**src/rtl/cstk_pkg.sv**
```systemverilog
package cstk_pkg;

    typedef enum logic [1:0] {
        ST_IDLE = 2'd0,
        ST_CALL = 2'd1,
        ST_RET  = 2'd2
    } cstk_state_e;

    typedef enum logic [2:0] {
        OP_NONE = 3'd0,
        OP_PUSH = 3'd1,
        OP_POP  = 3'd2,
        OP_CALL = 3'd3,
        OP_RET  = 3'd4
    } cstk_op_e;

endpackage

```
**src/rtl/cstk_decode.sv**
```systemverilog
module cstk_decode
    import cstk_pkg::*;
(
    input  logic     push_i,
    input  logic     pop_i,
    input  logic     call_i,
    input  logic     ret_i,
    output cstk_op_e op_o
);
    logic [2:0] n_active;

    always_comb begin
        n_active = 3'(push_i) + 3'(pop_i) + 3'(call_i) + 3'(ret_i);
        op_o     = OP_NONE;
        if (n_active == 3'd1) begin
            if (call_i)      op_o = OP_CALL;
            else if (ret_i)  op_o = OP_RET;
            else if (push_i) op_o = OP_PUSH;
            else             op_o = OP_POP;
        end
    end
endmodule

```
**src/rtl/cstk_mem.sv**
```systemverilog
module cstk_mem #(
    parameter int DEPTH = 256,
    parameter int DW    = 16,
    localparam int AW   = $clog2(DEPTH)
) (
    input  logic          clk,
    input  logic          we,
    input  logic [AW-1:0] waddr,
    input  logic [DW-1:0] wdata,
    input  logic [AW-1:0] raddr,
    output logic [DW-1:0] rdata
);
    logic [DW-1:0] cells [DEPTH];

    always_ff @(posedge clk) begin
        if (we) cells[waddr] <= wdata;
    end

    assign rdata = cells[raddr];
endmodule

```
**src/rtl/cstk_ptr.sv**
```systemverilog
module cstk_ptr #(
    parameter int DEPTH = 256,
    localparam int AW   = $clog2(DEPTH),
    localparam int PW   = AW + 1
) (
    input  logic          clk,
    input  logic          rst_n,
    input  logic          inc,
    input  logic          dec,
    output logic [PW-1:0] sp,
    output logic          full,
    output logic          empty,
    output logic [AW-1:0] wr_idx,
    output logic [AW-1:0] top_idx
);
    localparam logic [PW-1:0] LIMIT = PW'(DEPTH);

    logic [PW-1:0] sp_m1;

    always_ff @(posedge clk or negedge rst_n) begin
        if (!rst_n)           sp <= '0;
        else if (inc && !dec) sp <= sp + PW'(1);
        else if (dec && !inc) sp <= sp_m1;
    end

    assign sp_m1   = sp - PW'(1);
    assign full    = (sp == LIMIT);
    assign empty   = (sp == '0);
    assign wr_idx  = sp[AW-1:0];
    assign top_idx = sp_m1[AW-1:0];
endmodule

```
**src/rtl/cstk_seq.sv**
```systemverilog
module cstk_seq
    import cstk_pkg::*;
#(
    parameter int PC_W   = 8,
    parameter int PAGE_W = 8,
    localparam int DW    = PC_W + PAGE_W
) (
    input  logic              clk,
    input  logic              rst_n,
    input  cstk_op_e          op,
    input  logic              full,
    input  logic              empty,
    input  logic [PC_W-1:0]   pc_i,
    input  logic [PAGE_W-1:0] page_i,
    input  logic [PC_W-1:0]   target_i,
    input  logic [DW-1:0]     top_entry,
    output logic              we,
    output logic [DW-1:0]     wdata,
    output logic              inc,
    output logic              dec,
    output logic [DW-1:0]     stk_data_o,
    output logic              skip_o,
    output logic              func_skip_o,
    output logic [PC_W-1:0]   new_pc_o,
    output logic [PAGE_W-1:0] new_page_o,
    output logic              err_o
);
    cstk_state_e state, nxt;

    logic              cap_rd;
    logic              cap_tgt;
    logic              err_set;
    logic [DW-1:0]     rd_q;
    logic [PC_W-1:0]   tgt_pc_q;
    logic [PAGE_W-1:0] tgt_pg_q;

    // state register
    always_ff @(posedge clk or negedge rst_n) begin
        if (!rst_n) state <= ST_IDLE;
        else        state <= nxt;
    end

    // transitions and stack actions
    always_comb begin
        nxt     = state;
        we      = 1'b0;
        inc     = 1'b0;
        dec     = 1'b0;
        cap_rd  = 1'b0;
        cap_tgt = 1'b0;
        err_set = 1'b0;
        wdata   = {page_i, pc_i};
        unique case (state)
            ST_IDLE: begin
                case (op)
                    OP_CALL: begin
                        if (full) begin
                            err_set = 1'b1;
                        end else begin
                            wdata   = {page_i, pc_i + PC_W'(1)};
                            we      = 1'b1;
                            inc     = 1'b1;
                            cap_tgt = 1'b1;
                            nxt     = ST_CALL;
                        end
                    end
                    OP_RET: begin
                        if (empty) begin
                            err_set = 1'b1;
                        end else begin
                            dec    = 1'b1;
                            cap_rd = 1'b1;
                            nxt    = ST_RET;
                        end
                    end
                    OP_PUSH: begin
                        if (full) begin
                            err_set = 1'b1;
                        end else begin
                            we  = 1'b1;
                            inc = 1'b1;
                        end
                    end
                    OP_POP: begin
                        if (empty) begin
                            err_set = 1'b1;
                        end else begin
                            dec    = 1'b1;
                            cap_rd = 1'b1;
                        end
                    end
                    default: ;
                endcase
            end
            ST_CALL: nxt = ST_IDLE;
            ST_RET:  nxt = ST_IDLE;
            default: nxt = ST_IDLE;
        endcase
    end

    // data registers
    always_ff @(posedge clk or negedge rst_n) begin
        if (!rst_n) begin
            rd_q     <= '0;
            tgt_pc_q <= '0;
            tgt_pg_q <= '0;
            err_o    <= 1'b0;
        end else begin
            if (cap_rd)  rd_q <= top_entry;
            if (cap_tgt) begin
                tgt_pc_q <= target_i;
                tgt_pg_q <= page_i;
            end
            if (err_set) err_o <= 1'b1;
        end
    end

    // outputs
    always_comb begin
        skip_o      = 1'b0;
        func_skip_o = 1'b0;
        new_pc_o    = '0;
        new_page_o  = '0;
        unique case (state)
            ST_IDLE: ;
            ST_CALL: begin
                skip_o     = 1'b1;
                new_pc_o   = tgt_pc_q;
                new_page_o = tgt_pg_q;
            end
            ST_RET: begin
                skip_o      = 1'b1;
                func_skip_o = 1'b1;
                new_pc_o    = rd_q[PC_W-1:0];
                new_page_o  = rd_q[DW-1:PC_W];
            end
            default: ;
        endcase
    end

    assign stk_data_o = rd_q;
endmodule

```
**src/rtl/cstk_ctrl.sv**
```systemverilog
module cstk_ctrl
    import cstk_pkg::*;
#(
    parameter int DEPTH  = 256,
    parameter int PC_W   = 8,
    parameter int PAGE_W = 8
) (
    input  logic                     clk,
    input  logic                     rst_n,
    input  logic                     push_i,
    input  logic                     pop_i,
    input  logic                     call_i,
    input  logic                     ret_i,
    input  logic [PC_W-1:0]          pc_i,
    input  logic [PAGE_W-1:0]        page_i,
    input  logic [PC_W-1:0]          target_i,
    output logic [PC_W+PAGE_W-1:0]   stk_data_o,
    output logic                     skip_o,
    output logic                     func_skip_o,
    output logic [PC_W-1:0]          new_pc_o,
    output logic [PAGE_W-1:0]        new_page_o,
    output logic                     err_o
);
    localparam int DW = PC_W + PAGE_W;
    localparam int AW = $clog2(DEPTH);
    localparam int PW = AW + 1;

    cstk_op_e      op_w;
    logic          we_w, inc_w, dec_w, full_w, empty_w;
    logic [PW-1:0] sp_w;
    logic [AW-1:0] wr_idx_w, top_idx_w;
    logic [DW-1:0] wdata_w, top_entry_w;

    cstk_decode u_dec (
        .push_i (push_i),
        .pop_i  (pop_i),
        .call_i (call_i),
        .ret_i  (ret_i),
        .op_o   (op_w)
    );

    cstk_ptr #(.DEPTH(DEPTH)) u_ptr (
        .clk     (clk),
        .rst_n   (rst_n),
        .inc     (inc_w),
        .dec     (dec_w),
        .sp      (sp_w),
        .full    (full_w),
        .empty   (empty_w),
        .wr_idx  (wr_idx_w),
        .top_idx (top_idx_w)
    );

    cstk_mem #(.DEPTH(DEPTH), .DW(DW)) u_mem (
        .clk   (clk),
        .we    (we_w),
        .waddr (wr_idx_w),
        .wdata (wdata_w),
        .raddr (top_idx_w),
        .rdata (top_entry_w)
    );

    cstk_seq #(.PC_W(PC_W), .PAGE_W(PAGE_W)) u_seq (
        .clk         (clk),
        .rst_n       (rst_n),
        .op          (op_w),
        .full        (full_w),
        .empty       (empty_w),
        .pc_i        (pc_i),
        .page_i      (page_i),
        .target_i    (target_i),
        .top_entry   (top_entry_w),
        .we          (we_w),
        .wdata       (wdata_w),
        .inc         (inc_w),
        .dec         (dec_w),
        .stk_data_o  (stk_data_o),
        .skip_o      (skip_o),
        .func_skip_o (func_skip_o),
        .new_pc_o    (new_pc_o),
        .new_page_o  (new_page_o),
        .err_o       (err_o)
    );
endmodule

```
**config.mk**
```make
export PLATFORM = sky130hd
export DESIGN_NAME = cstk_ctrl
export DESIGN_NICKNAME = d
export VERILOG_FILES = /design/src/rtl/cstk_pkg.sv /design/src/rtl/cstk_decode.sv /design/src/rtl/cstk_mem.sv /design/src/rtl/cstk_ptr.sv /design/src/rtl/cstk_seq.sv /design/src/rtl/cstk_ctrl.sv
export SDC_FILE = /design/constraint.sdc
export NUM_CORES = 2
export LEC_CHECK = 0
export CAP_MARGIN = 10
export CORE_MARGIN = 3
export CORE_UTILIZATION = 35
export CTS_BUF_LIST = sky130_fd_sc_hd__clkbuf_2
export DETAILED_ROUTE_END_ITERATION = 10
export DONT_BUFFER_PORTS = 1
export MAX_ROUTING_LAYER = met4
export REMOVE_ABC_BUFFERS = 1
export SYNTH_ARGS = -nofsm -noshare
export SYNTH_HDL_FRONTEND = slang
export SYNTH_SLANG_ARGS = --single-unit
```
**constraint.sdc**
```tcl
create_clock -name clk -period 10.55 [get_ports clk]
set_input_delay 0.5275 -clock clk [delete_from_list [all_inputs] [get_ports clk]]
set_output_delay 0.5275 -clock clk [all_outputs]
set_load 0.02 [all_outputs]
```
==> results.sh <==
export IMPL_wire_per_inst_um=28.3
export IMPL_clock_skew_ns=0.234
export IMPL_status="finished, violations left"
export IMPL_max_stage_delay_ns=1.33
export IMPL_regArea_um2=124000
export IMPL_nets=9036
export IMPL_io_buffers=0
export IMPL_die_x_um=683
export IMPL_hold_buffers=120
export IMPL_leakage_nw=57.8
export IMPL_instances_no_fill=15800
export IMPL_cpMostUsedCell="dlygate4sd3_1"
export IMPL_mostFrequentLayoutCells="edfxtp_1, clkbuf_2, mux4_2"
export IMPL_grt_setup_unrepaired="no"
export IMPL_cts_tree="built"
export IMPL_seq_area_frac_synth=0.773
export IMPL_cts_resized=0
export IMPL_drc_errors=0
export IMPL_drt_iter0_drc=11200
export IMPL_via_per_inst=5.42
export IMPL_hold_path_class="input pin to flop"
export IMPL_critPathTopFamily="buffers and inverters"
export IMPL_first_pass_iters=5
export IMPL_antenna_left=0
export IMPL_grt_use_total=0.195
export IMPL_nFillCells=41200
export IMPL_cts_buffers=1102
export IMPL_htreeDepth=7
export IMPL_layout_commonest_cell="edfxtp_1"
export IMPL_utilization=0.394
export IMPL_vias=85400
export IMPL_grt_max_degree=258
export IMPL_maxCapViolCount=0
export IMPL_gp_congestion=0.849
export IMPL_slew_headroom=-0.0723
export IMPL_vdd_drop_max_v=0.000449
export IMPL_violations="slew limit"
export IMPL_tightestPinTransition_ns=1.61
export IMPL_crit_chain="inv_6 > ha_4 > nor4b_2 > a21oi_1 > and2_2 > buf_12 > nand4_1 > dlygate4sd3_1 > xnor2_2 > dlygate4sd3_1 > dlygate4sd3_1 > buf_4 > dlygate4sd3_1"
export IMPL_p_total_mw=49.2
export IMPL_min_period_ns=7.20
export IMPL_multi_input_area_um2=34400
export IMPL_core_area_um2=456000
export IMPL_clkSinkCount=4140
export IMPL_fmax_mhz=139
export IMPL_powerDensity_nw_per_um2=274
export IMPL_fin_crit_sh=0.683
export IMPL_syn2layout_area_growth_pct=12.0
export IMPL_antenna_found_initial=28
export IMPL_clk_insertion_delay_late_ns=2.22
export IMPL_hold_viol_final=0
export IMPL_grt_first_pass_wirelength_um=633000
export IMPL_start_kind="flop"
export IMPL_cts_root_buf="clkbuf_2"
export IMPL_path_clk_slew_ns=0.12
export IMPL_die_area_um2=467000
export IMPL_crit_buf_inv=7
export IMPL_critPathKind="flop to flop"
export IMPL_ys_flop_type="edfxtp_1"
export IMPL_grt_pass1_vias=86200
export IMPL_synth_cells=7849
export IMPL_num_rows=248
export IMPL_place_inst=13900
export IMPL_syn_cell_area_um2=160000
export IMPL_finalSetupViolCount=0
export IMPL_required_ns=12.27
export IMPL_crit_fanout=31
export IMPL_hpwl_um=247000
export IMPL_ys_warn_count=0
export IMPL_worstPathArrival_ns=8.92
export IMPL_drive_gt1_frac=0.323
export IMPL_syn_avg_cell_area_um2=20.4
export IMPL_die_h_um=683
export IMPL_ys_ff_latch=4140
export IMPL_synth_edff_count=4096
export IMPL_grt_overflow_total=0
export IMPL_cts_setup_buffers=0
export IMPL_slew_violations=182
export IMPL_start_util=0.352
export IMPL_wirelength_um=446000
export IMPL_fin_tns_setup_ns=0
export IMPL_endpoint_kind="flop"
export IMPL_slowest_stage="dlygate4sd3_1"
export IMPL_synth_distinct_cells=77
export IMPL_io_pins=65
export IMPL_async_flop_share=0.0106
export IMPL_clockBufferDepth=5
[cell type report]
cell class                      instances  area share
Sequential cell                      4140       0.690
Multi-Input combinational cell       3232       0.191
Inverter                               12    0.000278
Tap cell                             6125      0.0426
Clock buffer                         1531      0.0426
Clock inverter                        187     0.00560
Antenna cell                           37    0.000515
Timing Repair Buffer                  505      0.0271
[layer usage]
metal  wire [um]  share of wire  track usage  vias up
li1            -              -            -    35000
met1      177000           0.40        0.255    45100
met2      215000           0.48        0.296     4622
met3       38700          0.087       0.0419      774
met4       15200          0.034       0.0814        0
met5           0              0            -        -
[power by group]
group          leakage, nW  internal (mW)  switching, mW
sequential            37.3           18.3          0.179
combinational         13.6           7.41           13.0
clock                 6.90           4.09           6.23
[logic make-up after synthesis]
family / share of synthesized area
buffers and inverters: 0.0149
AO/OA/AOI/OAI: 0.0163
AND/OR/NAND/NOR: 0.0451
adder cells (fa/ha/maj): 0.00106
multiplexers: 0.147
flip-flops: 0.773
XOR/XNOR: 0.00182
[metrics by stage]
step / cell area, um2 / worst slack [ns] / hold slack [ns]
after floorplan: 158000 / -66.82 / 0.232
after global placement: 169000 / 4.08 / 0.235
after detailed placement: 169000 / 4.53 / 0.235
after CTS: 180000 / 3.42 / 0.0213
after global routing: 180000 / 3.22 / -0.0306
final: 180000 / 3.35 / 0.179
[final timing paths]
path / endpoint / slack, ns / cells past startpoint / start
worst max-delay path: u_mem.cells[101][4] / 3.35 / 13 / u_ptr.sp[0]
worst min-delay path: u_mem.cells[168][15] / 0.18 / 4 / page_i[7]
worst max register to register: u_mem.cells[101][4] / 3.35 / 13 / u_ptr.sp[0]
worst min register to register: u_seq.tgt_pg_q[3] / 0.53 / 1 / u_seq.tgt_pg_q[3]
max in group asynchronous: u_seq.stk_data_o[7] / 9.20 / 6 / rst_n
min in group asynchronous: u_seq.stk_data_o[12] / 0.90 / 6 / rst_n
[cells in the mapped netlist (all sizes together) (3+ instances only)]
| library cell | number | share of area |
|---|---|---|
| o2111ai | 17 | 0.00093 |
| nor4 | 27 | 0.0011 |
| a311o | 13 | 0.00081 |
| dfrtp | 44 | 0.0069 |
| a31oi | 57 | 0.0022 |
| or3 | 8 | 0.00031 |
| nor2b | 24 | 0.00094 |
| nor3 | 32 | 0.0011 |
| nand2 | 857 | 0.020 |
| xnor2 | 15 | 0.00098 |
| a21oi | 117 | 0.0037 |
| and2 | 5 | 0.00019 |
| nor4b | 3 | 0.00020 |
| and3 | 9 | 0.00035 |
| mux4 | 999 | 0.14 |
| xor2 | 11 | 0.00083 |
| o22ai | 7 | 0.00031 |
| a32oi | 19 | 0.0010 |
| clkbuf | 146 | 0.0034 |
| o21ai | 71 | 0.0022 |
| nor2 | 309 | 0.0074 |
| o22a | 4 | 0.00022 |
| ha | 12 | 0.00094 |
| or2 | 4 | 0.00016 |
| nand4 | 44 | 0.0017 |
| a211oi | 11 | 0.00051 |
| buf | 319 | 0.011 |
| edfxtp | 4096 | 0.77 |
| o211ai | 9 | 0.00042 |
| nand3 | 350 | 0.011 |
| a311oi | 5 | 0.00027 |
| mux2i | 97 | 0.0060 |
| mux2 | 17 | 0.0012 |
| a22oi | 32 | 0.0015 |
| inv | 11 | 0.00026 |
| a222oi | 5 | 0.00031 |
| a221oi | 22 | 0.0012 |
[registers in the layout, summed over array words and instances (netlist names)]
signal / flops
u_mem.cells: 4096
u_ptr.sp: 9
u_seq.err_o: 1
u_seq.state: 2
u_seq.stk_data_o: 16
u_seq.tgt_pc_q: 8
u_seq.tgt_pg_q: 8
[worst reg2reg max path, delay by kind of cell, from the launching register on]
family                   cells  cell delay, ns
XOR/XNOR                     1            0.11
AO/OA/AOI/OAI                1            0.20
buffers and inverters        7            3.99
AND/OR/NAND/NOR              3            1.49
flip-flops                   1            0.68
adder cells (fa/ha/maj)      1            0.29
(Power assumes the default switching activity.)
